File: src/rtl/rstpm_pkg.sv
package rstpm_pkg;
  typedef enum logic [1:0] {
    MODE_RUN  = 2'd0,
    MODE_IDLE = 2'd1,
    MODE_DOWN = 2'd2,
    MODE_WAKE = 2'd3
  } pmode_t;

  typedef enum logic [1:0] {
    CAUSE_POWER = 2'd0,
    CAUSE_WDOG  = 2'd1,
    CAUSE_SOFT  = 2'd2,
    CAUSE_PIN   = 2'd3
  } rcause_t;
endpackage

File: src/rtl/rstpm_mcycle.sv
module rstpm_mcycle #(
  parameter int OSC_PER_MC = 12
) (
  input  logic clk,
  input  logic por_i,
  output logic mc_tick_o
);
  localparam int PHW = $clog2(OSC_PER_MC);
  localparam logic [PHW-1:0] PH_LAST = PHW'(OSC_PER_MC - 1);

  logic [PHW-1:0] phase_q;

  always_ff @(posedge clk) begin
    if (por_i) phase_q <= '0;
    else if (phase_q == PH_LAST) phase_q <= '0;
    else phase_q <= phase_q + PHW'(1);
  end

  assign mc_tick_o = (phase_q == PH_LAST);

  // machine-cycle strobe never fires on two adjacent clocks
  p_tick_gap_r6: assert property (@(posedge clk) disable iff (por_i)
    mc_tick_o |=> !mc_tick_o);
endmodule

File: src/rtl/rstpm_src.sv
module rstpm_src
  import rstpm_pkg::*;
#(
  parameter int OSC_PER_MC = 12,
  parameter int PIN_MC     = 2,
  parameter int PULSE_MC   = 3
) (
  input  logic       clk,
  input  logic       por_i,
  input  logic       mc_tick_i,
  input  logic       pin_i,
  input  logic       wdt_i,
  input  logic       sw_i,
  output logic       core_rst_o,
  output logic       pull_o,
  output logic [1:0] cause_o
);
  localparam int PIN_QUAL  = OSC_PER_MC * PIN_MC;
  localparam int PULSE_LEN = OSC_PER_MC * PULSE_MC;
  localparam int PW = $clog2(PIN_QUAL + 1);
  localparam int UW = $clog2(PULSE_LEN + 1);
  localparam logic [PW-1:0] PIN_FULL  = PW'(PIN_QUAL);
  localparam logic [PW-1:0] PIN_LAST  = PW'(PIN_QUAL - 1);
  localparam logic [UW-1:0] PULSE_TOP = UW'(PULSE_LEN);

  logic [PW-1:0] pin_cnt_q;
  logic [UW-1:0] pulse_q;
  logic          rst_q;
  rcause_t       cause_q;

  logic pin_hold, pin_event, int_trig, any_active;

  always_comb begin
    pin_hold   = (pin_cnt_q == PIN_FULL);
    pin_event  = pin_i && (pin_cnt_q == PIN_LAST);
    int_trig   = wdt_i || sw_i;
    any_active = pin_hold || (pulse_q != '0) || int_trig;
  end

  always_ff @(posedge clk) begin
    if (por_i) begin
      pin_cnt_q <= '0;
      pulse_q   <= '0;
      rst_q     <= 1'b1;
      cause_q   <= CAUSE_POWER;
    end else begin
      if (!pin_i)        pin_cnt_q <= '0;
      else if (!pin_hold) pin_cnt_q <= pin_cnt_q + PW'(1);

      if (int_trig)            pulse_q <= PULSE_TOP;
      else if (pulse_q != '0)  pulse_q <= pulse_q - UW'(1);

      rst_q <= any_active || (rst_q && !mc_tick_i);

      if (wdt_i)          cause_q <= CAUSE_WDOG;
      else if (sw_i)      cause_q <= CAUSE_SOFT;
      else if (pin_event) cause_q <= CAUSE_PIN;
    end
  end

  assign core_rst_o = rst_q;
  assign pull_o     = (pulse_q != '0);
  assign cause_o    = cause_q;

  // pull-up pulse always lies inside the reset window
  p_pull_in_rst_r4: assert property (@(posedge clk) disable iff (por_i)
    pull_o |-> core_rst_o);
  // release only at a machine-cycle boundary
  p_rel_boundary_r6: assert property (@(posedge clk) disable iff (por_i)
    $fell(core_rst_o) |-> $past(mc_tick_i));
  // a reset not started internally needs the pin high beforehand
  p_pin_origin_r2: assert property (@(posedge clk) disable iff (por_i)
    ($rose(core_rst_o) && !$past(wdt_i || sw_i)) |-> $past(pin_i, 2));
  // watchdog always wins the cause register
  p_cause_wdog_r7: assert property (@(posedge clk) disable iff (por_i)
    wdt_i |=> (cause_o == CAUSE_WDOG));
endmodule

File: src/rtl/rstpm_pwr.sv
module rstpm_pwr
  import rstpm_pkg::*;
#(
  parameter int STAB_W = 8
) (
  input  logic              clk,
  input  logic              por_i,
  input  logic              core_rst_i,
  input  logic              idle_req_i,
  input  logic              pd_req_i,
  input  logic              irq_pend_i,
  input  logic              ext_irq_i,
  input  logic              wake_en_i,
  input  logic [STAB_W-1:0] stab_len_i,
  output logic              cpu_en_o,
  output logic              per_en_o,
  output logic              osc_en_o
);
  pmode_t            state_q, state_d;
  logic [STAB_W-1:0] stab_q, stab_d;

  always_comb begin
    state_d = state_q;
    stab_d  = stab_q;
    if (core_rst_i) begin
      state_d = MODE_RUN;
    end else begin
      unique case (state_q)
        MODE_RUN: begin
          if (pd_req_i)        state_d = MODE_DOWN;
          else if (idle_req_i) state_d = MODE_IDLE;
        end
        MODE_IDLE: if (irq_pend_i) state_d = MODE_RUN;
        MODE_DOWN: begin
          if (ext_irq_i && wake_en_i) begin
            state_d = MODE_WAKE;
            stab_d  = stab_len_i;
          end
        end
        MODE_WAKE: begin
          if (stab_q == '0) state_d = MODE_RUN;
          else              stab_d  = stab_q - STAB_W'(1);
        end
        default: state_d = MODE_RUN;
      endcase
    end
  end

  always_ff @(posedge clk) begin
    if (por_i) begin
      state_q  <= MODE_RUN;
      stab_q   <= '0;
      cpu_en_o <= 1'b1;
      per_en_o <= 1'b1;
      osc_en_o <= 1'b1;
    end else begin
      state_q  <= state_d;
      stab_q   <= stab_d;
      cpu_en_o <= (state_d == MODE_RUN);
      per_en_o <= (state_d == MODE_RUN) || (state_d == MODE_IDLE);
      osc_en_o <= (state_d != MODE_DOWN);
    end
  end

  // reset always returns the core to run
  p_rst_run_r11: assert property (@(posedge clk) disable iff (por_i)
    core_rst_i |=> (cpu_en_o && per_en_o && osc_en_o));
  // idle holds without a pending interrupt
  p_idle_hold_r8: assert property (@(posedge clk) disable iff (por_i)
    (state_q == MODE_IDLE && !core_rst_i && !irq_pend_i) |=> (!cpu_en_o && per_en_o));
  // power-down holds without an enabled external wake
  p_down_hold_r9: assert property (@(posedge clk) disable iff (por_i)
    (state_q == MODE_DOWN && !core_rst_i && !(ext_irq_i && wake_en_i)) |=> !osc_en_o);
  // clocks stay gated while the stabilisation count runs
  p_wake_gate_r10: assert property (@(posedge clk) disable iff (por_i)
    (state_q == MODE_WAKE && stab_q != '0 && !core_rst_i) |=> (!cpu_en_o && osc_en_o));
endmodule

File: src/rtl/rstpm_ctrl.sv
module rstpm_ctrl #(
  parameter int OSC_PER_MC = 12,
  parameter int PIN_MC     = 2,
  parameter int PULSE_MC   = 3,
  parameter int STAB_W     = 8
) (
  input  logic              clk,
  input  logic              por_i,
  input  logic              rst_pin_i,
  input  logic              wdt_ovf_i,
  input  logic              sw_rst_i,
  input  logic              idle_req_i,
  input  logic              pd_req_i,
  input  logic              irq_pend_i,
  input  logic              ext_irq_i,
  input  logic              pd_wake_en_i,
  input  logic [STAB_W-1:0] stab_len_i,
  output logic              core_rst_o,
  output logic              cpu_clk_en_o,
  output logic              per_clk_en_o,
  output logic              osc_en_o,
  output logic              rst_pull_o,
  output logic [1:0]        rst_cause_o
);
  logic mc_tick;

  rstpm_mcycle #(.OSC_PER_MC(OSC_PER_MC)) u_mcycle (
    .clk      (clk),
    .por_i    (por_i),
    .mc_tick_o(mc_tick)
  );

  rstpm_src #(
    .OSC_PER_MC(OSC_PER_MC),
    .PIN_MC    (PIN_MC),
    .PULSE_MC  (PULSE_MC)
  ) u_src (
    .clk       (clk),
    .por_i     (por_i),
    .mc_tick_i (mc_tick),
    .pin_i     (rst_pin_i),
    .wdt_i     (wdt_ovf_i),
    .sw_i      (sw_rst_i),
    .core_rst_o(core_rst_o),
    .pull_o    (rst_pull_o),
    .cause_o   (rst_cause_o)
  );

  rstpm_pwr #(.STAB_W(STAB_W)) u_pwr (
    .clk       (clk),
    .por_i     (por_i),
    .core_rst_i(core_rst_o),
    .idle_req_i(idle_req_i),
    .pd_req_i  (pd_req_i),
    .irq_pend_i(irq_pend_i),
    .ext_irq_i (ext_irq_i),
    .wake_en_i (pd_wake_en_i),
    .stab_len_i(stab_len_i),
    .cpu_en_o  (cpu_clk_en_o),
    .per_en_o  (per_clk_en_o),
    .osc_en_o  (osc_en_o)
  );
endmodule

File: config.mk
export PLATFORM = sky130hd
export DESIGN_NAME = rstpm_ctrl
export DESIGN_NICKNAME = d
export VERILOG_FILES = /design/src/rtl/rstpm_pkg.sv /design/src/rtl/rstpm_mcycle.sv /design/src/rtl/rstpm_src.sv /design/src/rtl/rstpm_pwr.sv /design/src/rtl/rstpm_ctrl.sv
export SDC_FILE = /design/constraint.sdc
export NUM_CORES = 1
export LEC_CHECK = 0
export ABC_CLOCK_PERIOD_IN_PS = 4150
export BUFFER_PORTS_ARGS = -buffer_cell sky130_fd_sc_hd__buf_2
export CORE_ASPECT_RATIO = 1.4
export CORE_MARGIN = 3
export CORE_UTILIZATION = 50
export DETAILED_ROUTE_END_ITERATION = 7
export GPL_ROUTABILITY_DRIVEN = 0
export PLACE_DENSITY = 0.69
export SYNTH_ARGS = -nofsm -noshare
export SYNTH_HDL_FRONTEND = slang
export SYNTH_SLANG_ARGS = --single-unit
export TNS_END_PERCENT = 1
File: constraint.sdc
create_clock -name clk -period 4.15 [get_ports clk]
set_input_delay 0.2075 -clock clk [delete_from_list [all_inputs] [get_ports clk]]
set_output_delay 0.2075 -clock clk [all_outputs]
set_load 0.03 [all_outputs]
* Word level (Yosys, flattened, before mapping)
Index checks and enable logic that the tools add are counted.
** Storage, ports and cells
- Register bits :: 31
- Bits in latches :: 0
- Bits in writable memories :: 0
- Bits in read-only memories :: 0
- Bits of input ports :: 18
- Output and inout bits :: 7
- Memories :: 0
** Cells by class
- Add/subtract/negate cells :: 4
- Multipliers :: 0
- Div/mod/pow operators :: 0
- $lt $le $gt $ge :: 0
- Equality and inequality tests :: 10
- Shifts and indexed selects :: 0
- Multiplexer cells :: 15
- Bitwise logic cells :: 2
- Reduce and logical (&&, ||, !) cells :: 22
** Operators with widths (number)
- 2-to-1 mux 2 bit :: 8
- 2-to-1 mux 8 bit :: 2
- one-hot mux 8 bit (2 select lines) :: 1
- 2-to-1 mux 6 bit :: 2
- == test 5 bit, second input constant :: 2
- logical NOT 8 bit :: 1
- one-hot mux 2 bit (4 select lines) :: 1
- OR reduction 2 bit :: 4
- subtractor 8 x 1 -> 8 bit, second input constant :: 1
- nonzero test 2 bit :: 3
- nonzero test 6 bit :: 1
- subtractor 6 x 1 -> 6 bit, second input constant :: 1
- adder 5 x 1 -> 5 bit, second input constant :: 1
- logical OR 1 bit :: 5
- adder 4 x 1 -> 4 bit, second input constant :: 1
- == test 2 x 1 -> 1 bit, second input constant :: 2
- == test 2 bit, second input constant :: 2
- == test 4 bit, second input constant :: 1
- logical NOT 2 bit :: 2
- inequality test 2 bit, second input constant :: 2
- AND reduction 4 bit :: 1
- logical AND 1 bit :: 3
- nonzero test 3 bit :: 1
- inequality test 2 x 1 -> 1 bit, second input constant :: 1
- 3 further kinds :: 4

* Longest topological paths before layout
Gate-level depths: netlist (run 1).
- Depth after elaboration :: 6
- Depth in mapped cells :: 7

* Cells and area by module
Synthesis (run 1) repeated with hierarchy kept, for this count alone.
** Unflattened totals
- Cells, all modules :: 184
- Area total of the unflattened synthesis :: 1600.3 um^2
** Modules (own cells, without submodules)
- rstpm_pwr :: instances 1, cells an instance 96, area an instance 758.2 um^2, seq. area each 260.2 um^2
- rstpm_src :: instances 1, cells an instance 72, area an instance 653.1 um^2, seq. area each 280.3 um^2
- rstpm_mcycle :: instances 1, cells an instance 16, area an instance 188.9 um^2, seq. area each 80.1 um^2

* Worst setup path after synthesis (run 1)
OpenSTA, ideal clock, no wires.
- Path type :: register -> register
- From :: reg u_pwr.stab_q[0]
- To :: reg u_pwr.stab_q[1]
- Library setup time :: 0.131 ns
- Arrival time :: 1.395 ns
- Required time :: 4.019 ns
- Slack :: 2.624 ns
- Cell stages (with the launch flop) :: 8
- Path buffers :: 1
- Cells stage by stage :: dfxtp_1 -> inv_1 -> ha_1 -> nor4b_4 -> and3_1 -> buf_4 -> a2111oi_0 -> nor3_1
** On the way
- Cells in the longest elaborated chain, start to end :: 3
- Elaborated cells between the ends (all ways) :: 6
- Classes of those cells :: 1 x add/sub; 1 x eq/ne; 2 x mux; 2 x reduce/logical
** RTL lines
- start, declared :: RTL line rstpm_pwr.sv:20 : logic [STAB_W-1:0] stab_q, stab_d;
- start signal, assigned :: RTL line rstpm_pwr.sv:58 : stab_q <= stab_d;
- subtractor 8 x 1 -> 8 bit or logical NOT 8 bit (tied branches) :: RTL line rstpm_pwr.sv:42, rstpm_pwr.sv:41
- 2-to-1 mux 8 bit or inequality test 2 bit (tied branches)
- one-hot mux 8 bit (2 select lines) or AND reduction 4 bit (tied branches)
Parallel ways exist; a longest one is shown, timed or not. The select of a mux whose other input is x is not followed.
A chain may end at the register's enable or synchronous reset.

* Worst setup path after layout (run 1)
- From :: reg u_src.pulse_q[0]
- To :: out rst_pull_o
** On the way
- Cells in the longest elaborated chain, start to end :: 1
** RTL lines
- start, declared :: RTL line rstpm_src.sv:27 : logic [UW-1:0] pulse_q;
- start signal, assigned :: RTL line rstpm_src.sv:51 : else if (pulse_q != '0) pulse_q <= pulse_q - UW'(1);
- nonzero test 6 bit :: RTL line rstpm_src.sv:62 : assign pull_o = (pulse_q != '0);
- end, declared :: RTL line rstpm_ctrl.sv:22 : output logic rst_pull_o,
No other way between the ends.

==> impl_metrics.env, run 1 <==
export IMPL_hold_path_startpoint="wdt_ovf_i"
export IMPL_drtIter0Drc=51
export IMPL_seq_area_frac_synth_pct=40.46
export IMPL_r2r_slack_ns=2.36
export IMPL_rsz0062_at_grt="no"
export IMPL_r2r_start="u_pwr.stab_q[0]$_SDFFE_PP0P_"
export IMPL_hpwl_um=2400
export IMPL_drcViolationCount=0
export IMPL_wl_met1_um=1282
export IMPL_p_leak_uw=0.0007016
export IMPL_fin_setup_tns_ns=0
export IMPL_initial_core_util_pct=52.78
export IMPL_design_area_um2=1772
export IMPL_maxSlewViolCount=0
export IMPL_required_ns=3.94
export IMPL_overflow=0
export IMPL_layout_nets=230
export IMPL_min_period_over_period_pct=44.85
export IMPL_die_w_um=52.81
export IMPL_finalSetupViolations=0
export IMPL_cts_resized=0
export IMPL_clock_latency_ns=0.28
export IMPL_hold_depth=2
export IMPL_fin_crit_ns=1.861
export IMPL_worst_pin_slew_ns=0.7225
export IMPL_fmax_ghz=0.5372
export IMPL_antenna_found_initial=0
export IMPL_diodes=0
export IMPL_synthFlopType="dfxtp_1"
export IMPL_ant_nets=0
export IMPL_numCtsBuffers=5
export IMPL_clock_root_buffer="clkbuf_8"
export IMPL_wl_met2_um=1658
export IMPL_nFillCells=263
export IMPL_ys_types=39
export IMPL_grt_max_degree=20
export IMPL_status="complete, no violations"
export IMPL_grt_pass1_wl_um=5651
export IMPL_ir_drop_mv=0.2989
export IMPL_cts_path_max_buffers=2
export IMPL_synthArstFlopShare_pct=0
export IMPL_synth_seq_cells=31
export IMPL_coreArea_um2=2907
export IMPL_max_slew_margin_pct=51.46
export IMPL_cts_tree="built"
export IMPL_grt_use_total_pct=20.17
export IMPL_drive_above_1_share_pct=17.79
export IMPL_syn_area_per_cell_um2=8.337
export IMPL_post_cts_buffers=0
export IMPL_vias_per_cell=5.604
export IMPL_r2r_end="u_pwr.stab_q[7]$_SDFFE_PP0P_"
export IMPL_ff2ff_path_depth=6
export IMPL_syn_nets=207
export IMPL_wire_per_inst_um=12.98
export IMPL_hold_violations=0
export IMPL_port_buffers=24
export IMPL_wl_um=3181
export IMPL_vias=1373
export IMPL_ys_warn_count=0
export IMPL_synth_area_um2=1534
export IMPL_crit_arrival_ns=1.65
export IMPL_area_growth_pct=15.50
export IMPL_netlist_instances=184
export IMPL_rows=23
export IMPL_min_to="u_src.cause_o[1]$_SDFFE_PP0P_"
export IMPL_skew_ns=0.01127
export IMPL_synth_edf_count=0
export IMPL_htree_num_levels=2
export IMPL_crit_fanout=6
export IMPL_dpl_instance_area_um2=1654
export IMPL_powerDensity_nw_per_um2=379.5
export IMPL_path_clk_slew_ns=0.06
export IMPL_holdBufCountCts=0
export IMPL_dr_wl_met3_um=152
export IMPL_worstSetupPathType="flop to output pin"
export IMPL_die_area_um2=3778
export IMPL_p_total_uw=672.3
export IMPL_die_h_um=71.54
export IMPL_hp_class="input port to flop"
export IMPL_ios=25
export IMPL_cp_startpoint="u_src.pulse_q[0]$_SDFFE_PP0P_"
export IMPL_grt_pass1_vias=1343
export IMPL_highest_layer="met4"
export IMPL_cp_start_kind="flop"
export IMPL_drv_cap=0
export IMPL_clock_sinks=31
export IMPL_endpoint_kind="output pin"
export IMPL_drtPass1Iterations=4
flip-flops by register name (all words and copies together), names as in the netlist:
signal / flops
u_mcycle.phase_q: 4
u_pwr.cpu_en_o: 1
u_pwr.osc_en_o: 1
u_pwr.per_en_o: 1
u_pwr.stab_q: 8
u_pwr.state_q: 2
u_src.cause_o: 2
u_src.core_rst_o: 1
u_src.pin_cnt_q: 5
u_src.pulse_q: 6
layout make-up:
type | count | area, um2 | share of cell area, %
inverter | 12 | 45.04 | 2.542
clock inverter | 2 | 35.03 | 1.977
tap | 37 | 46.29 | 2.613
timing repair buffer | 24 | 120.1 | 6.780
multi-input combinational | 133 | 822.0 | 46.40
clock buffer | 6 | 82.58 | 4.661
sequential | 31 | 620.6 | 35.03
critical path, cell delays in order (launching register included):
cell	delay (ns)
dfxtp_1	0.33
inv_1	0.06
ha_1	0.20
nand2_1	0.10
nor3_1	0.28
inv_1	0.19
buf_2	0.22
power breakdown:
part,internal (uW),switching (uW),total [uW]
registers,305,5.98,311
logic,23.6,28.9,52.5
clock network,194,114,309
metal layers:
layer | global-route usage (%) | vias to the layer above
met5 | 0 | -
met4 | 9.943 | 0
met3 | 5.613 | 9
met2 | 34.39 | 42
met1 | 22.34 | 631
li1 | - | 691
how the worst max path moves through the flow:
stage                              endpoint  cells past startpoint  slack [ns]
2_1_floorplan  u_pwr.stab_q[1]$_SDFFE_PP0P_                      7        2.62
3_3_place_gp   u_pwr.stab_q[2]$_SDFFE_PP0P_                      6        2.48
3_5_place_dp   u_pwr.stab_q[7]$_SDFFE_PP0P_                      6        2.41
4_1_cts                          rst_pull_o                      6        2.24
5_1_grt                          rst_pull_o                      6        2.11
6_report                         rst_pull_o                      6        2.29
metrics by stage:
step	utilization (%)	setup slack (ns)	hold slack, ns	std cells
6_report	60.96	2.289	0.1208	245
3_3_place_gp	56.91	2.477	0.4043	237
3_5_place_dp	56.91	2.413	0.4170	237
5_1_grt	60.96	2.113	0.1339	245
4_1_cts	60.96	2.244	0.1109	245
2_1_floorplan	-	2.624	0.2868	184
cell usage in the layout (no fill, tap or decap), drive strengths merged, types with 6 or more instances in the layout:
cell     n
dfxtp   31
nor2    27
buf     24
a21oi   15
inv     12
nand2   12
nor3    11
nand3    7
clkbuf   6
o21ai    6
Yosys cell counts, types with 2 or more instances:
cell	count	area (um2)
dfxtp_1	31	620.6
nor2_1	27	101.4
a21oi_1	14	70.07
inv_1	12	45.04
nand2_1	12	45.04
nor3_1	11	55.05
nand3_1	7	35.03
a211o_1	5	43.79
ha_1	5	62.56
nand4_1	5	31.28
nor3b_1	5	37.54
o31ai_1	5	37.54
clkbuf_1	4	15.01
xnor2_1	4	35.03
xor2_1	4	35.03
a31oi_1	3	18.77
o21ai_0	3	15.01
o21ai_1	3	15.01
a21boi_1	2	15.01
buf_4	2	15.01
mux2i_1	2	20.02
cells by family (layout without fill, tap and decap cells):
| group | count (synthesis) | count (layout) | synth area share, % |
|---|---|---|---|
| simple gates | 77 | 77 | 26.27 |
| buf+inv | 20 | 44 | 5.953 |
| compound gates | 40 | 40 | 16.64 |
| mux | 3 | 3 | 2.039 |
| flops | 31 | 31 | 40.46 |
| xor+xnor | 8 | 8 | 4.567 |
| fa+ha+maj | 5 | 5 | 4.078 |
No activity file was read; power rests on OpenSTA's default activity.
==> inputs of run 2 (changes only) <==
--- a/config.mk
+++ b/config.mk
@@ -5,7 +5,7 @@
 export SDC_FILE = /design/constraint.sdc
 export NUM_CORES = 1
 export LEC_CHECK = 0
-export ABC_CLOCK_PERIOD_IN_PS = 4150
+export ABC_CLOCK_PERIOD_IN_PS = 1900
 export BUFFER_PORTS_ARGS = -buffer_cell sky130_fd_sc_hd__buf_2
 export CORE_ASPECT_RATIO = 1.4
 export CORE_MARGIN = 3
==> constraint.sdc (replaced) <==
create_clock -name clk -period 1.9 [get_ports clk]
set_input_delay 0.095 -clock clk [delete_from_list [all_inputs] [get_ports clk]]
set_output_delay 0.095 -clock clk [all_outputs]
set_load 0.03 [all_outputs]
==> run 2 against run 1 <==
Worst hold slack gained 0.0031 ns. Setup slack lost 2.0 ns. Die area is the same. Total power grew 100%. Cell area grew 1.2%. Count of clock-buffer cells in the layout grew 2. Final cell count grew 1.6%. Clock skew shrank 0.0052 ns. Core utilization grew 0.73 points. Sequential cell count is the same. Critical path type is now flop to flop.
==> impl_metrics.env, run 2 (synthesis results as in run 1) <==
export IMPL_status="complete, no violations"
export IMPL_nFillCells=263
export IMPL_hold_path_startpoint="sw_rst_i"
export IMPL_dp_cells=240
export IMPL_grt_pass1_vias=1433
export IMPL_coreArea_um2=2907
export IMPL_antenna_found_initial=0
export IMPL_dpl_instance_area_um2=1677
export IMPL_wl_um=3342
export IMPL_cp_start_kind="flop"
export IMPL_setup_slack_ns=0.2558
export IMPL_ios=25
export IMPL_regArea_um2=620.6
export IMPL_hold_slack_ns=0.1239
export IMPL_p_leak_uw=0.0007099
export IMPL_powerDensity_nw_per_um2=758.7
export IMPL_largest_reg_flops=8
export IMPL_clock_latency_ns=0.28
export IMPL_final_common_cell="dfxtp_1"
export IMPL_crit_fanout=12
export IMPL_min_period_over_period_pct=86.53
export IMPL_clock_sinks=31
export IMPL_diodes=0
export IMPL_worst_pin_slew_ns=0.4437
export IMPL_ff2ff_path_depth=6
export IMPL_hold_depth=3
export IMPL_hpwl_um=2461
export IMPL_die_h_um=71.54
export IMPL_drtIter0Drc=54
export IMPL_ant_nets=0
export IMPL_grt_use_total_pct=20.80
export IMPL_required_ns=2.10
export IMPL_grt_pass1_wl_um=5858
export IMPL_largestRegisters="u_pwr.stab_q: 8 flops, u_src.pulse_q: 6 flops, u_src.pin_cnt_q: 5 flops"
export IMPL_gr_max_usage_layer="met2"
export IMPL_endpoint_kind="flop"
export IMPL_crit_arrival_ns=1.85
export IMPL_vias=1406
export IMPL_wire_per_inst_um=13.42
export IMPL_drcViolationCount=0
export IMPL_initial_core_util_pct=52.78
export IMPL_r2r_start="u_pwr.stab_q[0]$_SDFFE_PP0P_"
export IMPL_fin_crit_ns=1.644
export IMPL_multi_input_comb_area_um2=828.3
export IMPL_path_clk_slew_ns=0.06
export IMPL_finalSetupViolations=0
export IMPL_largest_register="u_pwr.stab_q"
export IMPL_port_buffers=24
export IMPL_hp_class="input port to flop"
export IMPL_max_slew_margin_pct=70.36
export IMPL_met3_usage_pct=3.950
export IMPL_drv_cap=0
export IMPL_rsz0062_at_grt="no"
export IMPL_overflow=0
export IMPL_post_place_ws_ns=0.1501
export IMPL_area_growth_pct=16.88
export IMPL_skew_ns=0.006042
export IMPL_worstSetupPathType="flop to flop"
export IMPL_use_met2_pct=35.77
export IMPL_die_w_um=52.81
export IMPL_hold_violations=0
export IMPL_rows=23
export IMPL_vias_per_cell=5.647
export IMPL_layout_nets=234
export IMPL_r2r_slack_ns=0.26
export IMPL_grtUsageMet1_pct=22.59
export IMPL_grt_max_degree=20
export IMPL_min_to="u_src.cause_o[0]$_SDFFE_PP0P_"
export IMPL_htree_num_levels=2
export IMPL_die_area_um2=3778
export IMPL_fmax_ghz=0.6082
export IMPL_drive_above_1_share_pct=19.34
export IMPL_drtPass1Iterations=4
export IMPL_r2r_end="u_pwr.stab_q[0]$_SDFFE_PP0P_"
export IMPL_numCtsBuffers=5
export IMPL_ir_drop_mv=0.6996
export IMPL_stdcell_count=249
export IMPL_cts_tree="built"
export IMPL_design_area_um2=1793
export IMPL_maxSlewViolCount=0
export IMPL_clock_root_buffer="clkbuf_8"
export IMPL_final_cell_mix="dfxtp_1, nor2_1, buf_2"
export IMPL_fin_setup_tns_ns=0
export IMPL_cts_path_max_buffers=2
==> run 2: changes by cell type in the layout (fill, tap and decap cells not counted), sizes merged <==
cell         previous run  this run
clkbuf                  6         8
clkinv                  1         0
dlygate4sd3             0         1
buf                    24        27
bufinv                  1         0
==> run 2: worst max-delay path, cell delays in order (launching register included) <==
cell,delay (ns)
dfxtp_1,0.33
inv_1,0.07
ha_1,0.19
nor4b_4,0.32
and3_2,0.40
o21ai_1,0.10
a31oi_1,0.15
==> run 2: metrics by stage <==
step           total power [uW]  util, %
2_1_floorplan             771.9        -
3_3_place_gp              805.3    57.68
3_5_place_dp              811.6    57.68
4_1_cts                    1383    61.47
5_1_grt                    1428    61.69
6_report                   1360    61.69
==> run 2: worst max path at each step <==
stage,startpoint,end,slack (ns)
floorplan,u_pwr.stab_q[0]$_SDFFE_PP0P_,u_pwr.stab_q[1]$_SDFFE_PP0P_,0.37
global placement,u_pwr.stab_q[0]$_SDFFE_PP0P_,u_pwr.stab_q[2]$_SDFFE_PP0P_,0.23
detailed placement,u_pwr.stab_q[0]$_SDFFE_PP0P_,u_pwr.stab_q[4]$_SDFFE_PP0P_,0.15
CTS,u_pwr.stab_q[0]$_SDFFE_PP0P_,u_pwr.stab_q[3]$_SDFFE_PP0P_,0.13
global route,u_pwr.stab_q[0]$_SDFFE_PP0P_,u_pwr.stab_q[3]$_SDFFE_PP0P_,0.11
finish,u_pwr.stab_q[0]$_SDFFE_PP0P_,u_pwr.stab_q[0]$_SDFFE_PP0P_,0.26
==> run 2: routing by layer <==
metal  routed length [um]  part of all wire [%]
met2                 1820                    54
met4                   55                   1.6
met3                  119                   3.6
met1                 1347                    40
met5                    0                     0
==> run 2: layout make-up <==
| type | instances | area share [%] |
|---|---|---|
| Multi-Input combinational cell | 133 | 46.20 |
| Sequential cell | 31 | 34.61 |
| Timing Repair Buffer | 28 | 8.514 |
| Clock buffer | 8 | 5.583 |
| Tap cell | 37 | 2.582 |
| Inverter | 12 | 2.512 |
==> run 2: where the power goes <==
group	internal [uW]	switching, uW	total (uW)	leakage [uW]
logic	53.8	65.4	119	0.000406
registers	667	13.9	681	0.000252
clock network	330	230	560	0.0000515
total	1050	309	1360	0.000710
==> run 2: what timing repair did <==
item	CTS	global route
endpoints found under the hold margin	1	0
hold buffers	1	0
setup endpoints to repair	0	3
buffers inserted	0	0
resized for setup	0	2
==> inputs of run 3 (changes only) <==
==> constraint.sdc (replaced) <==
create_clock -name clk -period 1.9 [get_ports clk]
set_input_delay 0.475 -clock clk [delete_from_list [all_inputs] [get_ports clk]]
set_output_delay 0.475 -clock clk [all_outputs]
set_load 0.03 [all_outputs]
==> run 3 against run 2 <==
Global-route usage rose by 1.0 points. Critical path type unchanged. Largest cell class unchanged. Sequential cell count did not move. Sequential power barely moved. Via count rose by 0.78%. Maximum frequency fell by 8.0%. Final cell count rose by 0.40%. Combinational power rose by 16%.
==> impl_metrics.env, run 3 (synthesis results as in run 1) <==
export IMPL_design_area_um2=1803
export IMPL_p_total_uw=1310
export IMPL_drtIter0Drc=30
export IMPL_wl_um=3592
export IMPL_largest_reg_flops=8
export IMPL_setup_slack_ns=0.1121
export IMPL_drv_cap=0
export IMPL_status="complete, no violations"
export IMPL_rows=23
export IMPL_layout_nets=235
export IMPL_p_leak_uw=0.0007092
export IMPL_endpoint_kind="flop"
export IMPL_fin_crit_ns=1.788
export IMPL_cts_tree="built"
export IMPL_grt_pass1_vias=1485
export IMPL_clock_root_buffer="clkbuf_8"
export IMPL_diodes=0
export IMPL_drcViolationCount=0
export IMPL_ir_drop_mv=0.5197
export IMPL_antenna_found_initial=0
export IMPL_skew_ns=0.008079
export IMPL_largest_register="u_pwr.stab_q"
export IMPL_drive_above_1_share_pct=20.66
export IMPL_clock_latency_ns=0.29
export IMPL_die_h_um=71.54
export IMPL_hpwl_um=2619
export IMPL_grt_use_total_pct=21.84
export IMPL_hold_slack_ns=0.3796
export IMPL_min_period_over_period_pct=94.10
export IMPL_hp_class="input port to flop"
export IMPL_final_cell_mix="dfxtp_1, nor2_1, buf_2"
export IMPL_swShare_pct=24.40
export IMPL_seqPwrFrac_pct=52.1
export IMPL_combPwrFrac_pct=10.5
export IMPL_switching_power_uw=319.6
export IMPL_dpl_instance_area_um2=1677
export IMPL_ant_nets=0
export IMPL_vias_per_cell=5.668
export IMPL_grt_max_degree=20
export IMPL_die_area_um2=3778
export IMPL_post_place_ws_ns=0.08321
export IMPL_cp_start_kind="flop"
export IMPL_max_slew_margin_pct=61.46
export IMPL_port_buffers=24
export IMPL_die_w_um=52.81
export IMPL_clock_sinks=31
export IMPL_worst_pin_slew_ns=0.5635
export IMPL_crit_fanout=12
export IMPL_path_clk_slew_ns=0.06
export IMPL_area_growth_pct=17.54
export IMPL_holdBufCountCts=0
export IMPL_rsz0062_at_grt="no"
export IMPL_hold_violations=0
export IMPL_clock_power_share_pct=37.4
export IMPL_finalSetupViolations=0
export IMPL_cts_path_max_buffers=2
export IMPL_p_int_uw=990.0
export IMPL_drtPass1Iterations=4
export IMPL_overflow=0
export IMPL_initial_core_util_pct=52.78
export IMPL_powerDensity_nw_per_um2=726.3
export IMPL_htree_num_levels=2
export IMPL_required_ns=2.05
export IMPL_crit_arrival_ns=1.94
export IMPL_maxSlewViolCount=0
export IMPL_ios=25
export IMPL_largestRegisters="u_pwr.stab_q: 8 flops, u_src.pulse_q: 6 flops, u_src.pin_cnt_q: 5 flops"
export IMPL_grt_pass1_wl_um=6161
export IMPL_nFillCells=287
export IMPL_worstSetupPathType="flop to flop"
export IMPL_final_common_cell="dfxtp_1"
export IMPL_fmax_ghz=0.5593
export IMPL_coreArea_um2=2907
export IMPL_wire_per_inst_um=14.37
export IMPL_vias=1417
export IMPL_fin_setup_tns_ns=0
export IMPL_numCtsBuffers=5
==> run 3: per-layer routing <==
layer  track usage, %  wire length, um
met5                0                0
met4            11.65              109
met3            6.445              172
met2            40.06             1977
met1            20.84             1333
==> run 3: cell type report <==
type                       instances  area, um2  share of cell area [%]
clock buffer                       7      76.32                   4.233
clock inverter                     1      5.005                  0.2776
inverter                          12      45.04                   2.498
multi-input combinational        133      849.6                   47.12
sequential                        31      620.6                   34.42
tap                               37      46.29                   2.568
timing repair buffer              29      160.2                   8.883
==> run 3: worst max-delay path: stages, from the launching register on <==
cell and delay, ns:
dfxtp_1 0.35, inv_1 0.07, ha_1 0.23, nor4b_4 0.16, and3_2 0.30, a2111oi_0 0.48, nor3_1 0.08
==> run 3: power by group through the flow <==
| stage | Combinational, uW | Sequential (uW) | Clock [uW] |
|---|---|---|---|
| after floorplan | 75.1 | 697 | 0 |
| after global placement | 116 | 694 | 0 |
| after detailed placement | 122 | 695 | 0 |
| after CTS | 134 | 681 | 502 |
| after global routing | 156 | 684 | 524 |
| final | 138 | 682 | 489 |
==> run 3: repair_timing <==
| action | 4_1_cts | 5_1_grt |
|---|---|---|
| setup buffers | 2 | 0 |
| resized for setup | 4 | 3 |
| endpoints found under the setup margin | 1 | 8 |
| pin swaps | 1 | 1 |
==> run 3: worst paths after layout <==
kind                                       start                              to  slack (ns)  depth (start not counted)
setup / recovery    u_pwr.stab_q[0]$_SDFFE_PP0P_    u_pwr.stab_q[1]$_SDFFE_PP0P_        0.11                          6
hold / removal                         wdt_ovf_i   u_src.cause_o[1]$_SDFFE_PP0P_        0.38                          2
setup reg to reg    u_pwr.stab_q[0]$_SDFFE_PP0P_    u_pwr.stab_q[1]$_SDFFE_PP0P_        0.11                          6
hold reg to reg   u_mcycle.phase_q[0]$_SDFF_PP0_  u_mcycle.phase_q[0]$_SDFF_PP0_        0.46                          1
==> run 3: through the flow <==
stage	std cells	util (%)
after detailed placement	240	57.68
final	250	62.03
after CTS	250	61.43
after global routing	250	62.03
after floorplan	184	-
after global placement	240	57.68
